$ cat src/rtl/tpe_pkg.sv
package tpe_pkg;
  localparam int DW = 8;
  localparam int ST_W = 3;
  localparam int ST_DONE = 0;
  localparam int ST_CMDERR = 1;
  localparam int ST_GRPERR = 2;

  localparam logic [7:0] CMD_STATUS  = 8'h17;
  localparam logic [7:0] CMD_MSG_IN  = 8'h18;
  localparam logic [7:0] CMD_MSG_OUT = 8'h19;

  typedef enum logic [1:0] {K_NONE, K_STATUS, K_MSGIN, K_MSGOUT} kind_t;

  typedef struct packed {
    logic msg;
    logic cd;
    logic io;
  } phase_t;

  function automatic kind_t decode_cmd(input logic [7:0] code);
    case (code)
      CMD_STATUS:  return K_STATUS;
      CMD_MSG_IN:  return K_MSGIN;
      CMD_MSG_OUT: return K_MSGOUT;
      default:     return K_NONE;
    endcase
  endfunction

  function automatic phase_t phase_of(input kind_t k);
    case (k)
      K_STATUS: return '{msg: 1'b0, cd: 1'b1, io: 1'b1};
      K_MSGIN:  return '{msg: 1'b1, cd: 1'b1, io: 1'b1};
      K_MSGOUT: return '{msg: 1'b1, cd: 1'b1, io: 1'b0};
      default:  return '{msg: 1'b0, cd: 1'b0, io: 1'b0};
    endcase
  endfunction
endpackage

$ cat src/rtl/tpe_fifo.sv
module tpe_fifo #(
  parameter int W = 8,
  parameter int DEPTH = 4
) (
  input  logic         clk,
  input  logic         rst_n,
  input  logic         push,
  input  logic [W-1:0] push_data,
  input  logic         pop,
  output logic [W-1:0] head,
  output logic         full,
  output logic         empty
);
  localparam int AW = (DEPTH > 1) ? $clog2(DEPTH) : 1;
  localparam logic [AW:0] FULL_CNT = (AW+1)'(DEPTH);
  localparam logic [AW-1:0] LAST = AW'(DEPTH - 1);

  logic [W-1:0] mem [DEPTH];
  logic [AW-1:0] wp, rp;
  logic [AW:0] cnt;

  assign full  = (cnt == FULL_CNT);
  assign empty = (cnt == '0);
  assign head  = mem[rp];

  always_ff @(posedge clk or negedge rst_n) begin
    if (!rst_n) begin
      wp  <= '0;
      rp  <= '0;
      cnt <= '0;
    end else begin
      if (push) wp <= (wp == LAST) ? '0 : wp + 1'b1;
      if (pop)  rp <= (rp == LAST) ? '0 : rp + 1'b1;
      case ({push, pop})
        2'b10:   cnt <= cnt + 1'b1;
        2'b01:   cnt <= cnt - 1'b1;
        default: cnt <= cnt;
      endcase
    end
  end

  always_ff @(posedge clk) begin
    if (push) mem[wp] <= push_data;
  end

  AST_FIFO_NO_OVERFLOW: assert property (@(posedge clk) disable iff (!rst_n)
    (push && full) |-> pop) else $error("fifo overflow");
  AST_FIFO_NO_UNDERFLOW: assert property (@(posedge clk) disable iff (!rst_n)
    pop |-> !empty) else $error("fifo underflow");
endmodule

$ cat src/rtl/tpe_status.sv
module tpe_status
  import tpe_pkg::*;
(
  input  logic            clk,
  input  logic            rst_n,
  input  logic            ev_done,
  input  logic            ev_cmderr,
  input  logic            clr_wr,
  input  logic [ST_W-1:0] clr_mask,
  output logic [ST_W-1:0] stat,
  output logic            irq
);
  logic [ST_W-1:0] set_vec, clr_vec;

  always_comb begin
    set_vec = '0;
    set_vec[ST_DONE]   = ev_done;
    set_vec[ST_CMDERR] = ev_cmderr;
    set_vec[ST_GRPERR] = ev_cmderr;
    clr_vec = clr_wr ? clr_mask : '0;
  end

  always_ff @(posedge clk or negedge rst_n) begin
    if (!rst_n) stat <= '0;
    else        stat <= (stat & ~clr_vec) | set_vec;
  end

  assign irq = |stat;

  AST_DONE_STICKY: assert property (@(posedge clk) disable iff (!rst_n)
    (stat[ST_DONE] && !(clr_wr && clr_mask[ST_DONE])) |=> stat[ST_DONE])
    else $error("done bit lost");
  AST_ERR_PAIR: assert property (@(posedge clk) disable iff (!rst_n)
    ev_cmderr |=> (stat[ST_CMDERR] && stat[ST_GRPERR]))
    else $error("error bits not set");
endmodule

$ cat src/rtl/tpe_seq.sv
module tpe_seq
  import tpe_pkg::*;
#(
  parameter int CNT_W = 8
) (
  input  logic             clk,
  input  logic             rst_n,
  input  logic             connected,
  input  logic             cmd_wr,
  input  logic [7:0]       cmd_code,
  input  logic             size_wr,
  input  logic [CNT_W-1:0] size_data,
  input  logic             fifo_full,
  input  logic             fifo_empty,
  input  logic [DW-1:0]    fifo_head,
  input  logic             ack_i,
  input  logic [DW-1:0]    db_i,
  output phase_t           phase,
  output logic             req_o,
  output logic [DW-1:0]    db_o,
  output logic             db_oe,
  output logic             fifo_pop,
  output logic             fifo_push,
  output logic [DW-1:0]    push_data,
  output logic             busy,
  output logic             tx_active,
  output logic             rx_active,
  output logic             ev_done,
  output logic             ev_cmderr
);
  typedef enum logic [1:0] {S_IDLE, S_SETPH, S_XFER} st_t;
  typedef enum logic [1:0] {H_ARM, H_REQ, H_ACKLO} hs_t;
  localparam logic [CNT_W-1:0] ONE = CNT_W'(1);

  st_t st;
  hs_t hs;
  kind_t cmd_kind, kind_q;
  logic [CNT_W-1:0] size_q, left_q;
  logic tx_dir, can_go, accept, arm;

  assign cmd_kind = decode_cmd(cmd_code);
  assign tx_dir   = (kind_q != K_MSGOUT);
  assign can_go   = tx_dir ? !fifo_empty : !fifo_full;
  assign accept   = (st == S_IDLE) && cmd_wr && (cmd_kind != K_NONE) && connected;
  assign arm      = (st == S_XFER) && (hs == H_ARM);

  assign ev_cmderr = (st == S_IDLE) && cmd_wr && (cmd_kind != K_NONE) && !connected;
  assign ev_done   = arm && (left_q == '0);
  assign fifo_pop  = arm && (left_q != '0) && tx_dir && !fifo_empty;
  assign fifo_push = (st == S_XFER) && (hs == H_REQ) && ack_i && !tx_dir;
  assign push_data = db_i;
  assign busy      = (st != S_IDLE);
  assign tx_active = busy && tx_dir;
  assign rx_active = busy && !tx_dir;
  assign db_oe     = busy && phase.io;

  always_ff @(posedge clk or negedge rst_n) begin
    if (!rst_n) begin
      st     <= S_IDLE;
      hs     <= H_ARM;
      kind_q <= K_NONE;
      phase  <= '0;
      size_q <= '0;
      left_q <= '0;
      req_o  <= 1'b0;
      db_o   <= '0;
    end else begin
      if (size_wr) size_q <= size_data;
      case (st)
        S_IDLE: begin
          hs <= H_ARM;
          if (accept) begin
            kind_q <= cmd_kind;
            phase  <= phase_of(cmd_kind);
            left_q <= (cmd_kind == K_STATUS) ? ONE : size_q;
            st     <= S_SETPH;
          end
        end
        S_SETPH: st <= S_XFER;
        S_XFER: begin
          case (hs)
            H_ARM: begin
              if (left_q == '0) begin
                st <= S_IDLE;
              end else if (can_go) begin
                req_o <= 1'b1;
                if (tx_dir) db_o <= fifo_head;
                hs <= H_REQ;
              end
            end
            H_REQ: begin
              if (ack_i) begin
                req_o  <= 1'b0;
                left_q <= left_q - 1'b1;
                hs     <= H_ACKLO;
              end
            end
            H_ACKLO: if (!ack_i) hs <= H_ARM;
            default: hs <= H_ARM;
          endcase
        end
        default: st <= S_IDLE;
      endcase
    end
  end

  AST_PHASE_SETTLED: assert property (@(posedge clk) disable iff (!rst_n)
    $rose(req_o) |-> $stable(phase)) else $error("REQ with moving phase");
  AST_REQ_WAITS_ACK: assert property (@(posedge clk) disable iff (!rst_n)
    (req_o && !ack_i) |=> req_o) else $error("REQ dropped early");
  AST_NO_REQ_ACK_HIGH: assert property (@(posedge clk) disable iff (!rst_n)
    ((hs == H_ACKLO) && ack_i) |=> !req_o) else $error("REQ while ACK high");
  AST_EMPTY_NO_REQ: assert property (@(posedge clk) disable iff (!rst_n)
    (arm && tx_dir && fifo_empty && !req_o) |=> !req_o) else $error("REQ on empty");
  AST_FULL_NO_REQ: assert property (@(posedge clk) disable iff (!rst_n)
    (arm && !tx_dir && fifo_full && !req_o) |=> !req_o) else $error("REQ on full");
  AST_ERR_STAYS_IDLE: assert property (@(posedge clk) disable iff (!rst_n)
    ev_cmderr |=> !busy) else $error("run after error");
endmodule

$ cat src/rtl/scsi_tgt_phase_engine.sv
module scsi_tgt_phase_engine
  import tpe_pkg::*;
#(
  parameter int DEPTH = 4,
  parameter int CNT_W = 8
) (
  input  logic             clk,
  input  logic             rst_n,
  input  logic             connected_i,
  input  logic             cmd_wr_i,
  input  logic [7:0]       cmd_code_i,
  input  logic             size_wr_i,
  input  logic [CNT_W-1:0] size_data_i,
  input  logic             stat_clr_i,
  input  logic [2:0]       stat_clr_mask_i,
  output logic [2:0]       stat_o,
  output logic             irq_o,
  output logic             busy_o,
  input  logic             wr_valid_i,
  input  logic [7:0]       wr_data_i,
  output logic             wr_ready_o,
  output logic             rd_valid_o,
  output logic [7:0]       rd_data_o,
  input  logic             rd_ready_i,
  output logic             msg_o,
  output logic             cd_o,
  output logic             io_o,
  output logic             req_o,
  input  logic             ack_i,
  output logic [7:0]       db_o,
  output logic             db_oe_o,
  input  logic [7:0]       db_i
);
  logic f_push, f_pop, f_full, f_empty;
  logic [DW-1:0] f_head, f_wdata;
  logic s_pop, s_push, tx_act, rx_act, ev_done, ev_err;
  logic [DW-1:0] s_pdata;
  phase_t ph;

  assign wr_ready_o = !f_full && !rx_act;
  assign rd_valid_o = !f_empty && !tx_act;
  assign rd_data_o  = f_head;
  assign f_push  = rx_act ? s_push  : (wr_valid_i && wr_ready_o);
  assign f_wdata = rx_act ? s_pdata : wr_data_i;
  assign f_pop   = tx_act ? s_pop   : (rd_valid_o && rd_ready_i);
  assign msg_o = ph.msg;
  assign cd_o  = ph.cd;
  assign io_o  = ph.io;

  tpe_fifo #(.W(DW), .DEPTH(DEPTH)) u_fifo (
    .clk(clk), .rst_n(rst_n), .push(f_push), .push_data(f_wdata),
    .pop(f_pop), .head(f_head), .full(f_full), .empty(f_empty)
  );

  tpe_seq #(.CNT_W(CNT_W)) u_seq (
    .clk(clk), .rst_n(rst_n), .connected(connected_i),
    .cmd_wr(cmd_wr_i), .cmd_code(cmd_code_i),
    .size_wr(size_wr_i), .size_data(size_data_i),
    .fifo_full(f_full), .fifo_empty(f_empty), .fifo_head(f_head),
    .ack_i(ack_i), .db_i(db_i), .phase(ph), .req_o(req_o),
    .db_o(db_o), .db_oe(db_oe_o), .fifo_pop(s_pop), .fifo_push(s_push),
    .push_data(s_pdata), .busy(busy_o), .tx_active(tx_act),
    .rx_active(rx_act), .ev_done(ev_done), .ev_cmderr(ev_err)
  );

  tpe_status u_stat (
    .clk(clk), .rst_n(rst_n), .ev_done(ev_done), .ev_cmderr(ev_err),
    .clr_wr(stat_clr_i), .clr_mask(stat_clr_mask_i),
    .stat(stat_o), .irq(irq_o)
  );

  AST_STREAM_OWNERSHIP: assert property (@(posedge clk) disable iff (!rst_n)
    !(tx_act && rd_valid_o) && !(rx_act && wr_ready_o))
    else $error("stream port open during run");
endmodule

$ cat config.mk
export PLATFORM = sky130hd
export DESIGN_NAME = scsi_tgt_phase_engine
export DESIGN_NICKNAME = d
export VERILOG_FILES = /design/src/rtl/tpe_pkg.sv /design/src/rtl/tpe_fifo.sv /design/src/rtl/tpe_status.sv /design/src/rtl/tpe_seq.sv /design/src/rtl/scsi_tgt_phase_engine.sv
export SDC_FILE = /design/constraint.sdc
export NUM_CORES = 1
export LEC_CHECK = 0
export BUFFER_PORTS_ARGS = -buffer_cell sky130_fd_sc_hd__buf_2
export CAP_MARGIN = 15
export CORE_MARGIN = 3
export CORE_UTILIZATION = 45
export DETAILED_ROUTE_END_ITERATION = 16
export GPL_ROUTABILITY_DRIVEN = 0
export GPL_TIMING_DRIVEN = 0
export PLACE_DENSITY = 0.79
export SYNTH_ARGS = -nofsm -noshare
export SYNTH_HDL_FRONTEND = slang
export SYNTH_HIERARCHICAL = 1
export SYNTH_SLANG_ARGS = --single-unit
export TNS_END_PERCENT = 10
$ cat constraint.sdc
create_clock -name clk -period 3.45 [get_ports clk]
set_clock_uncertainty 0.2 [all_clocks]
set_input_delay 1.035 -clock clk [delete_from_list [all_inputs] [get_ports clk]]
set_output_delay 1.035 -clock clk [all_outputs]
set_load 0.05 [all_outputs]
==> metrics.md, run 1 <==
| Metric | Value |
|---|---|
| Outcome | completed |
| Die X-Extent | 95.6 um |
| CTS tree | yes |
| Initial Util | 46.5% |
| CTS Buf Count | 9 |
| Multi-input gate area | 0.00140 mm2 |
| Startpoint type of the worst setup path | input port |
| Static leakage | 1.91 nW |
| CP Capture Type | flop |
| EDFF count, synth | 32 |
| CTS Root Cell | clkbuf_8 |
| Grt total ovfl | 0 |
| Minimum clock period | 3.10 ns |
| Fillcell total | 656 |
| CTS Buffer Depth | 2 |
| Worst EP required | 3.49 ns |
| Worst EP arrival | 3.13 ns |
| Post-DR vias/cell | 5.29 |
| Die Height | 95.6 um |
| Vias | 2363 |
| Synthesized Nets | 323 |
| Sequential cell area fraction in the yosys report | 56.4% |
| First-pass GRT wire length | 11100 um |
| Unique masters post-synth | 48 |
| Vias in the first global route | 2338 |
| Main combinational cell family by area after synthesis | multiplexers |
| Peak VDD IR | 0.266 mV |
| Crit path largest cell delay | 0.40 ns |
| PwrDens | 662 mW/mm2 |
| DRT Pass-1 Iters | 4 |
| Clock slew at reported path FFs | 0.09 ns |
| Antenna viol nets, final | 0 |
| Fin. Hold Viols | 0 |
| Port Buf Inserts | 62 |
| WL per Instance | 15.8 um |
| Storage element area | 0.00204 mm2 |
| Synthesized area per cell | 13.5 um2 |
| Sw power | 0.00109 W |
| Final Setup Violations | 0 |
| H-tree Lvls | 3 |
| Post-Synth XOR/XNOR Area | 0.728% |
| CP Class | in -> reg |
| Drt first-iter violations | 147 |
| Core area | 0.00777 mm2 |
| Initial antenna violation count | 0 |
| Max-cap violations | 0 |
| Setup ws final | 0.352 ns |
| Crit-path cells | buf_2 > nor4b_1 > nand2_1 > nor2_1 > inv_1 > ha_1 > nor4b_4 > nand2_1 > inv_1 > mux2_2 |
| Clock network fraction of total power | 22.9% |
| Gr usage total | 16.3% |
| Clk sinks | 75 |
| Setup TNS | 0 ns |
| Util after Layout | 54.6% |
| Final Cell Area | 0.00424 mm2 |
| Maximum number of pins on one net before global-route repair | 44 |
| RSZ-0062 raised after global routing | false |
| Post-DP HPWL | 5170 um |
| Rel. slew slack | 34.5% |
| Cts hold-fix bufs | 0 |
| Switching share of total power | 38.9% |
| Gate Count Post-Synth | 267 |
| Max-slew violations | 0 |
| Yosys warning count | 6 |
| Slew of the pin with the lowest slew margin | 0.983 ns |
| Number of synthesized register bits | 75 |
| Adder-cell share of the synthesized area | 4.37% |
| Hold WC Path Type | reg -> reg |
| P_int | 0.00171 W |
| Setup Slack @ Placement | 0.00580 ns |
| Die Area | 0.00914 mm2 |
| Critical path fanouts, max | 6 |
| Synth Area in Compound Gates | 7.93% |
| Comb power frac | 35.6% |
| Fin crit share | 89.8% |
| Mux cell area share after synthesis | 14.9% |
| Layout area overhead | 17.4% |
| Async SR Flop Fraction | 57.3% |
| Number of inserted diodes | 0 |
| Seq pwr share | 41.5% |
| DRC | 0 |
| Layout cells sized above 1 | 39.7% |
| Rows | 32 |
| Cts repair resizes | 0 |
| Predominant post-synthesis flop cell | dfrtp_1 |
| I/O Pins | 72 |
| Clk_lat worst skew | 0.35 ns |
| Total wire length | 7050 um |
| Final #Nets | 396 |
| Placed inst area | 0.00405 mm2 |
| Synth Area in Simple Gates | 10.7% |
| Cell Area, Synth | 0.00361 mm2 |
| Fmax | 323 MHz |
| Critical path's slowest cell | nor4b_1 |
| Post-CTS Setup Bufs | 0 |
==> metal layers <==
layer  vias to the layer above  global-route usage, %  part of all wire, %
li1                       1113                      -                    -
met1                      1171                   20.6                   42
met2                        66                   26.3                   51
met3                        13                   4.18                  5.1
met4                         0                   7.46                  2.1
met5                         -                      0                    0
==> cell families after synthesis <==
| group | after synthesis |
|---|---|
| muxes | 37 |
| and+or+nand+nor | 66 |
| buffers and inverters | 30 |
| AOI/OAI and AO/OA | 44 |
| adders and majority gates | 12 |
| xor gates and xnor gates | 3 |
| DFF | 75 |
==> state kept, by name, indices dropped and copies added, names as in the netlist <==
signal        count
u_fifo/mem       32
u_fifo/cnt        3
u_seq/hs          2
u_seq/st          2
u_seq/phase       3
u_fifo/wp         2
u_stat/stat       3
u_seq/size_q      8
u_seq/db_o        8
u_fifo/rp         2
u_seq/left_q      8
u_seq/req_o       1
u_seq/kind_q      1
==> Yosys cell counts (5+ instances only) <==
cell type   n  share of area, %
buf_4       9               1.9
nor2b_1     5              0.87
mux2_4      9               3.7
dfrtp_1    43                30
o21ai_0    17               2.4
mux4_2      8               5.0
nor2_1     16               1.7
a21oi_1     9               1.2
nor3_1      5              0.69
edfxtp_1   32                27
inv_1      13               1.4
mux2_2     19               5.9
nand2_1    15               1.6
ha_1       11               3.8
==> power by group through the flow <==
stage	Clock [W]	Combinational, W	Sequential, W
2_1_floorplan	0	0.000733	0.00122
3_3_place_gp	0	0.000978	0.00117
3_5_place_dp	0	0.00101	0.00118
4_1_cts	0.000668	0.00101	0.00116
5_1_grt	0.000704	0.00109	0.00118
6_report	0.000643	0.000999	0.00116
==> layout by cell type (no fill, tap or decap), types with 3 or more instances in the layout <==
cell	instances
nand2_1	15
mux4_2	8
inv_1	13
nand2b_1	3
a31oi_1	4
nor3_1	5
nor2b_1	5
ha_1	11
and2_1	4
clkbuf_8	9
a21oi_1	9
o21ai_0	17
dfrtp_1	43
buf_4	9
mux2_2	19
nor2_1	16
and3_1	3
buf_2	64
mux2_4	9
edfxtp_1	32
buf_6	4
inv_6	4
==> stage by stage <==
| step | hold WS [ns] | total power [W] | std cells |
|---|---|---|---|
| global placement | 0.269 | 0.00215 | 431 |
| global route | 0.323 | 0.00297 | 447 |
| floorplan | 0.257 | 0.00195 | 267 |
| CTS | 0.301 | 0.00284 | 447 |
| detailed placement | 0.281 | 0.00219 | 431 |
| finish | 0.304 | 0.00281 | 447 |
==> final cells by class <==
| cell class | count | area share [%] |
|---|---|---|
| plain buffers | 16 | 2.98 |
| clock buffers | 9 | 2.92 |
| clock inverters | 7 | 1.54 |
| inverters | 14 | 1.24 |
| multi-input cells | 162 | 32.9 |
| flip-flops and latches | 75 | 48.1 |
| well taps | 102 | 3.01 |
| repair buffers | 62 | 7.32 |
==> critical path, delay by kind of cell <==
family        cells  cell delay [ns]
mux               1             0.33
simple gates      5             1.21
buf+inv           3             0.30
fa+ha+maj         1             0.24
==> final timing paths <==
check | cells after the start | end | slack (ns) | startpoint
max in group asynchronous | 1 | u_seq/db_o[7]$_DFFE_PN0P_ | 1.80 | rst_n
max reg2reg | 13 | u_fifo/cnt[2]$_DFFE_PN0P_ | 0.50 | u_seq/left_q[0]$_DFFE_PN0P_
min in group asynchronous | 1 | u_seq/size_q[0]$_DFFE_PN0P_ | 0.63 | rst_n
min | 2 | u_seq/phase[1]$_DFFE_PN0P_ | 0.30 | u_seq/phase[1]$_DFFE_PN0P_
max | 10 | u_seq/kind_q[0]$_DFFE_PN0P_ | 0.35 | cmd_code_i[7]
min reg2reg | 2 | u_seq/phase[1]$_DFFE_PN0P_ | 0.30 | u_seq/phase[1]$_DFFE_PN0P_
Note: power is estimated with default switching activity, not from simulation.
==> run 2: changes to the inputs <==
--- a/config.mk
+++ b/config.mk
@@ -8,11 +8,11 @@
 export BUFFER_PORTS_ARGS = -buffer_cell sky130_fd_sc_hd__buf_2
 export CAP_MARGIN = 15
 export CORE_MARGIN = 3
-export CORE_UTILIZATION = 45
+export CORE_UTILIZATION = 55
 export DETAILED_ROUTE_END_ITERATION = 16
 export GPL_ROUTABILITY_DRIVEN = 0
 export GPL_TIMING_DRIVEN = 0
-export PLACE_DENSITY = 0.79
+export PLACE_DENSITY = 0.92
 export SYNTH_ARGS = -nofsm -noshare
 export SYNTH_HDL_FRONTEND = slang
 export SYNTH_HIERARCHICAL = 1
==> metrics.md, run 2 (synthesized netlist as in run 1, its figures left out) <==
| Metric | Value |
|---|---|
| Outcome | completed |
| Rows | 28 (-13%) |
| Maximum number of pins on one net before global-route repair | 44 (unchanged) |
| Number of inserted diodes | 0 (unchanged) |
| Biggest register | u_fifo/mem |
| Commonest non-fill, non-tap cell in the layout | buf_2 |
| Worst EP required | 3.47 ns (-0.02 ns) |
| DRT Pass-1 Iters | 4 (unchanged) |
| Post-CTS Setup Bufs | 0 (unchanged) |
| Setup ws final | 0.389 ns (+0.0376 ns) |
| Fmax | 327 MHz (+1.2%) |
| Setup Slack @ Placement | 0.0318 ns (+0.0260 ns) |
| Clock slew at reported path FFs | 0.07 ns (-0.02 ns) |
| Cts hold-fix bufs | 0 (unchanged) |
| Switching share of total power | 36.5% (-2.4 points) |
| Initial antenna violation count | 0 (unchanged) |
| Max-cap violations | 0 (unchanged) |
| Die X-Extent | 87.0 um (-9.0%) |
| Comb power frac | 34.9% (-0.7 points) |
| H-tree Lvls | 3 (unchanged) |
| PwrDens | 684 mW/mm2 (+3.4%) |
| Post-DR vias/cell | 5.63 (+6.6%) |
| Drt first-iter violations | 153 (+4.1%) |
| CTS tree | yes |
| Layout area overhead | 17.2% |
| WL per Instance | 17.1 um (+8.8%) |
| Static leakage | 1.92 nW (+0.41%) |
| RSZ-0062 raised after global routing | false |
| Setup TNS | 0 ns (unchanged) |
| Crit path largest cell delay | 0.38 ns (-0.02 ns) |
| Register-to-Register Path Depth | 13 (unchanged) |
| Fin. Hold Viols | 0 (unchanged) |
| Die Area | 0.00757 mm2 (-17%) |
| Multi-input gate area | 0.00140 mm2 (unchanged) |
| Storage element area | 0.00204 mm2 (unchanged) |
| Commonest non-fill, non-tap cells in the layout | 64 x buf_2, 43 x dfrtp_1, 32 x edfxtp_1, 19 x mux2_2, 17 x o21ai_0 |
| Final Setup Violations | 0 (unchanged) |
| Clk sinks | 75 (unchanged) |
| Hold Path Depth | 2 (unchanged) |
| Worst Hold End | u_seq/req_o$_DFFE_PN0P_ |
| Antenna viol nets, final | 0 (unchanged) |
| Port Buf Inserts | 62 (unchanged) |
| DRC | 0 (unchanged) |
| Total wire length | 7200 um (+2.2%) |
| Max-slew violations | 0 (unchanged) |
| Hold Startpoint | u_seq/req_o$_DFFE_PN0P_ |
| First-pass GRT wire length | 11500 um (+3.5%) |
| Max reg flops | 32 (unchanged) |
| Critical path fanouts, max | 6 (unchanged) |
| CTS Buffer Depth | 2 (unchanged) |
| Sw power | 0.00106 W (-3.1%) |
| Vias in the first global route | 2431 (+4.0%) |
| Placed cell count | 404 (-6.3%) |
| Startpoint type of the worst setup path | input port |
| Final #Nets | 396 (unchanged) |
| Util after Layout | 69.0% (+14 points) |
| CTS Buf Count | 9 (unchanged) |
| Slew of the pin with the lowest slew margin | 0.965 ns (-0.0176 ns) |
| Crit-path cells | buf_2 > nor4b_1 > nand2_1 > nor2_1 > inv_1 > ha_1 > nor4b_4 > nand2_1 > inv_1 > mux2_2 |
| Cts repair resizes | 0 (unchanged) |
| CP Capture Type | flop |
| R2r endpoint | u_fifo/cnt[2]$_DFFE_PN0P_ |
| I/O Pins | 72 (unchanged) |
| Vias | 2366 (+0.13%) |
| Die Height | 87.0 um (-9.0%) |
| Core area | 0.00613 mm2 (-21%) |
| Seq pwr share | 40.2% (-1.3 points) |
| Hold WC Path Type | reg -> reg |
| Peak VDD IR | 0.501 mV (+88%) |
| Rel. slew slack | 35.7% (+1.2 points) |
| Critical path's slowest cell | nor4b_1 |
| Largest delay share family, worst path | simple AND/OR/NAND/NOR gates |
| Clk_lat worst skew | 0.33 ns (-0.02 ns) |
| Gr usage total | 20.1% (+3.8 points) |
| Clock network fraction of total power | 24.8% (+1.9 points) |
| Worst reg2reg path startpoint | u_seq/left_q[0]$_DFFE_PN0P_ |
| Initial Util | 58.9% (+12 points) |
| Final Non-Filler Cells | 420 (-6.0%) |
| Post-DP HPWL | 5310 um (+2.6%) |
| Minimum clock period | 3.06 ns (-0.0376 ns) |
| Worst EP arrival | 3.08 ns (-0.05 ns) |
| CTS Root Cell | clkbuf_8 |
| Grt total ovfl | 0 (unchanged) |
| CP Class | in -> reg |
| Fin crit share | 88.7% (-1.1 points) |
| Fillcell total | 409 (-38%) |
| WP buf/inv | 3 (unchanged) |
| Layout cells sized above 1 | 39.4% (-0.29 points) |
| Reg-to-reg slack, setup | 0.41 ns (-0.09 ns) |
| P_int | 0.00184 W (+7.3%) |
==> run 2: worst register-to-register path: cells and delay by family, from the launching register on <==
kind | cells | cell delay [ns]
buf+inv | 3 | 0.29
compound gates | 1 | 0.24
fa+ha+maj | 3 | 0.80
flops | 1 | 0.40
simple gates | 4 | 0.70
xor+xnor | 2 | 0.34
==> run 2: metrics by stage <==
stage | hold slack [ns] | area [um2] | power [W]
CTS | 0.291 | 4230 | 0.00292
global route | 0.316 | 4230 | 0.00304
finish | 0.286 | 4230 | 0.00290
global placement | 0.259 | 4020 | 0.00214
floorplan | 0.257 | 3610 | 0.00195
detailed placement | 0.273 | 4020 | 0.00219
==> run 2: worst max path at each step <==
stage | from | depth (start not counted) | to
after floorplan | cmd_code_i[7] | 9 | u_seq/kind_q[0]$_DFFE_PN0P_
after global placement | cmd_code_i[7] | 10 | u_seq/kind_q[0]$_DFFE_PN0P_
after detailed placement | cmd_code_i[7] | 10 | u_seq/kind_q[0]$_DFFE_PN0P_
after CTS | u_seq/st[0]$_DFFE_PN0P_ | 5 | wr_ready_o
after global routing | cmd_code_i[7] | 10 | u_seq/kind_q[0]$_DFFE_PN0P_
final | cmd_code_i[7] | 10 | u_seq/kind_q[0]$_DFFE_PN0P_
==> run 2: power groups by stage <==
stage	Clock (W)	Sequential (W)	Combinational [W]
after CTS	0.000733	0.00116	0.00102
after global placement	0	0.00117	0.000972
after floorplan	0	0.00122	0.000733
after global routing	0.000770	0.00118	0.00109
final	0.000719	0.00116	0.00101
after detailed placement	0	0.00118	0.00101
==> run 2: layer usage <==
layer  up-vias  GRT usage [%]  routed length (um)
met3        11           5.58                 353
met5         -              0                   0
met4         0           6.37                 111
li1       1112              -                   -
met2        70           35.3                3900
met1      1173           23.9                2830
==> run 2: layout make-up <==
| class | instances | share of cell area, % |
|---|---|---|
| Buffer | 16 | 2.99 |
| Clock buffer | 9 | 2.93 |
| Clock inverter | 7 | 2.19 |
| Inverter | 14 | 1.24 |
| Multi-Input combinational cell | 162 | 33.0 |
| Sequential cell | 75 | 48.1 |
| Tap cell | 75 | 2.22 |
| Timing Repair Buffer | 62 | 7.33 |
==> run 3: changes to the inputs <==
--- a/config.mk
+++ b/config.mk
@@ -8,11 +8,11 @@
 export BUFFER_PORTS_ARGS = -buffer_cell sky130_fd_sc_hd__buf_2
 export CAP_MARGIN = 15
 export CORE_MARGIN = 3
-export CORE_UTILIZATION = 55
+export CORE_UTILIZATION = 41
 export DETAILED_ROUTE_END_ITERATION = 16
 export GPL_ROUTABILITY_DRIVEN = 0
 export GPL_TIMING_DRIVEN = 0
-export PLACE_DENSITY = 0.92
+export PLACE_DENSITY = 0.74
 export SYNTH_ARGS = -nofsm -noshare
 export SYNTH_HDL_FRONTEND = slang
 export SYNTH_HIERARCHICAL = 1
==> constraint.sdc (replaced) <==
create_clock -name clk -period 3.2 [get_ports clk]
set_clock_uncertainty 0.2 [all_clocks]
set_input_delay 0.96 -clock clk [delete_from_list [all_inputs] [get_ports clk]]
set_output_delay 0.96 -clock clk [all_outputs]
set_load 0.05 [all_outputs]
==> metrics.md, run 3 (synthesized netlist as in run 1, its figures left out) <==
| Metric | Value |
|---|---|
| Outcome | completed |
| CTS Root Cell | clkbuf_8 |
| Cts repair resizes | 0 (unchanged) |
| Placed cell count | 434 (+7.4%) |
| WP buf/inv | 2 (-1) |
| Minimum clock period | 2.99 ns |
| Met3 usage | 4.52% (-1.1 points) |
| Worst EP arrival | 1.83 ns (-1.25 ns) |
| Total wire length | 6900 um (-4.2%) |
| Max-cap violations | 0 (unchanged) |
| Clk sinks | 75 (unchanged) |
| Fin. Hold Viols | 0 (unchanged) |
| Commonest non-fill, non-tap cell in the layout | buf_2 |
| Hold Startpoint | u_fifo/cnt[2]$_DFFE_PN0P_ |
| Crit-path cells | nor2_1 > nor2_1 > buf_6 > nor2_4 > buf_2 |
| Grt total ovfl | 0 (unchanged) |
| RSZ-0062 raised after global routing | false |
| Setup Slack @ Placement | -0.143 ns (-0.175 ns) |
| CTS tree | yes |
| CP most frequent cell | nor2_1 |
| Antenna viol nets, final | 0 (unchanged) |
| CP Capture Type | output pin |
| R2r endpoint | u_fifo/cnt[2]$_DFFE_PN0P_ |
| Clock slew at reported path FFs | 0.07 ns (about the same) |
| Rows | 33 (+18%) |
| Critical Path End | wr_ready_o |
| Static leakage | 1.92 nW (-0.32%) |
| Post-DR vias/cell | 5.09 (-9.6%) |
| Hold WC Path Type | reg -> reg |
| Gr usage total | 14.8% (-5.3 points) |
| Fin crit share | 93.3% |
| Biggest register | u_fifo/mem |
| Max-slew violations | 0 (unchanged) |
| First-pass GRT wire length | 11500 um (-0.18%) |
| DRC | 0 (unchanged) |
| Setup TNS | 0 ns (unchanged) |
| WL per Instance | 15.3 um (-11%) |
| Die Height | 99.8 um (+15%) |
| Rel. slew slack | 34.8% (-0.87 points) |
| Fmax | 335 MHz |
| Critical path fanouts, max | 10 (+4) |
| H-tree Lvls | 3 (unchanged) |
| Vias in the first global route | 2333 (-4.0%) |
| CP Class | reg -> out |
| I/O Pins | 72 (unchanged) |
| Clk_lat worst skew | 0.34 ns (about the same) |
| Largest delay share family, worst path | simple AND/OR/NAND/NOR gates |
| Layout cells sized above 1 | 39.4% (unchanged) |
| DRT Pass-1 Iters | 4 (unchanged) |
| Grt peak-use layer | met2 |
| Peak VDD IR | 0.246 mV (-51%) |
| Port Buf Inserts | 62 (unchanged) |
| Setup ws final | 0.215 ns (-0.175 ns) |
| Crit path largest cell delay | 0.51 ns (+0.13 ns) |
| Die Area | 0.00997 mm2 (+32%) |
| Post-DP HPWL | 5050 um (-4.9%) |
| Slew of the pin with the lowest slew margin | 0.978 ns (+0.0131 ns) |
| Startpoint type of the worst setup path | flop |
| Drt first-iter violations | 88 (-42%) |
| Final Non-Filler Cells | 450 (+7.1%) |
| Number of inserted diodes | 0 (unchanged) |
| Worst EP required | 2.04 ns (-1.43 ns) |
| Max reg flops | 32 (unchanged) |
| PwrDens | 710 mW/mm2 (+3.8%) |
| Crit path from | u_seq/st[0]$_DFFE_PN0P_ |
| Initial Util | 43.1% (-16 points) |
| Maximum number of pins on one net before global-route repair | 44 (unchanged) |
| Vias | 2292 (-3.1%) |
| Register-to-Register Path Depth | 13 (unchanged) |
| Post-CTS Setup Bufs | 0 (unchanged) |
| Critical path's slowest cell | dfrtp_1 |
| CTS Buffer Depth | 2 (unchanged) |
| Met1 GRT Util | 20.3% (-3.5 points) |
| Commonest non-fill, non-tap cells in the layout | 64 x buf_2, 43 x dfrtp_1, 32 x edfxtp_1, 19 x mux2_2, 17 x o21ai_0 |
| Initial antenna violation count | 0 (unchanged) |
| Core area | 0.00838 mm2 (+37%) |
| Layout area overhead | 17.6% |
| Reg-to-reg slack, setup | 0.25 ns (-0.16 ns) |
| Final #Nets | 396 (unchanged) |
| Final Setup Violations | 0 (unchanged) |
| M2 GR Usage | 22.7% (-13 points) |
| Worst reg2reg path startpoint | u_seq/left_q[0]$_DFFE_PN0P_ |
| CTS Buf Count | 9 (unchanged) |
| Cts hold-fix bufs | 0 (unchanged) |
| Die X-Extent | 99.8 um (+15%) |
| WP depth | 5 (-5) |
[run 3: changes by cell type in the layout (fill, tap and decap cells not counted)]
cell | before | now
bufinv_16 | 2 | 1
inv_6 | 0 | 1
clkinvlp_4 | 2 | 1
clkbuf_1 | 1 | 2
clkinv_2 | 1 | 2
clkinv_1 | 1 | 0
[run 3: how the worst min path moves through the flow]
stage,endpoint,cells after the start
floorplan,u_fifo/cnt[2]$_DFFE_PN0P_,1
global placement,u_fifo/cnt[2]$_DFFE_PN0P_,1
detailed placement,u_seq/phase[1]$_DFFE_PN0P_,2
CTS,u_fifo/cnt[2]$_DFFE_PN0P_,1
global route,u_seq/db_o[4]$_DFFE_PN0P_,1
finish,u_fifo/cnt[2]$_DFFE_PN0P_,1
[run 3: stage by stage]
stage / instance area (um2) / utilization, % / hold slack, ns / total power, W
finish: 4250 / 50.6 / 0.294 / 0.00302
global route: 4250 / 50.6 / 0.314 / 0.00320
CTS: 4250 / 50.6 / 0.295 / 0.00307
detailed placement: 4050 / 48.4 / 0.270 / 0.00235
global placement: 4050 / 48.4 / 0.276 / 0.00232
floorplan: 3610 / - / 0.257 / 0.00210
[run 3: final cells by class]
type / count / area (um2)
fill: 749 / 4140
timing repair buffer: 62 / 310
buffer: 16 / 126
multi-input combinational: 162 / 1400
inverter: 14 / 52.6
clock buffer: 10 / 128
sequential: 75 / 2040
clock inverter: 6 / 65.1
tap: 105 / 131
[run 3: per-layer routing]
layer  part of all wire [%]  vias up
met5                      0        -
met4                    1.6        0
met3                    4.9        6
met2                     49       51
met1                     45     1127
li1                       -     1108
[run 3: power breakdown]
| part | total, W | switching [W] | internal, W |
|---|---|---|---|
| Combinational | 0.00107 | 0.000701 | 0.000367 |
| Sequential | 0.00125 | 0.0000721 | 0.00118 |
| Clock | 0.000699 | 0.000337 | 0.000362 |
| Total | 0.00302 | 0.00111 | 0.00190 |
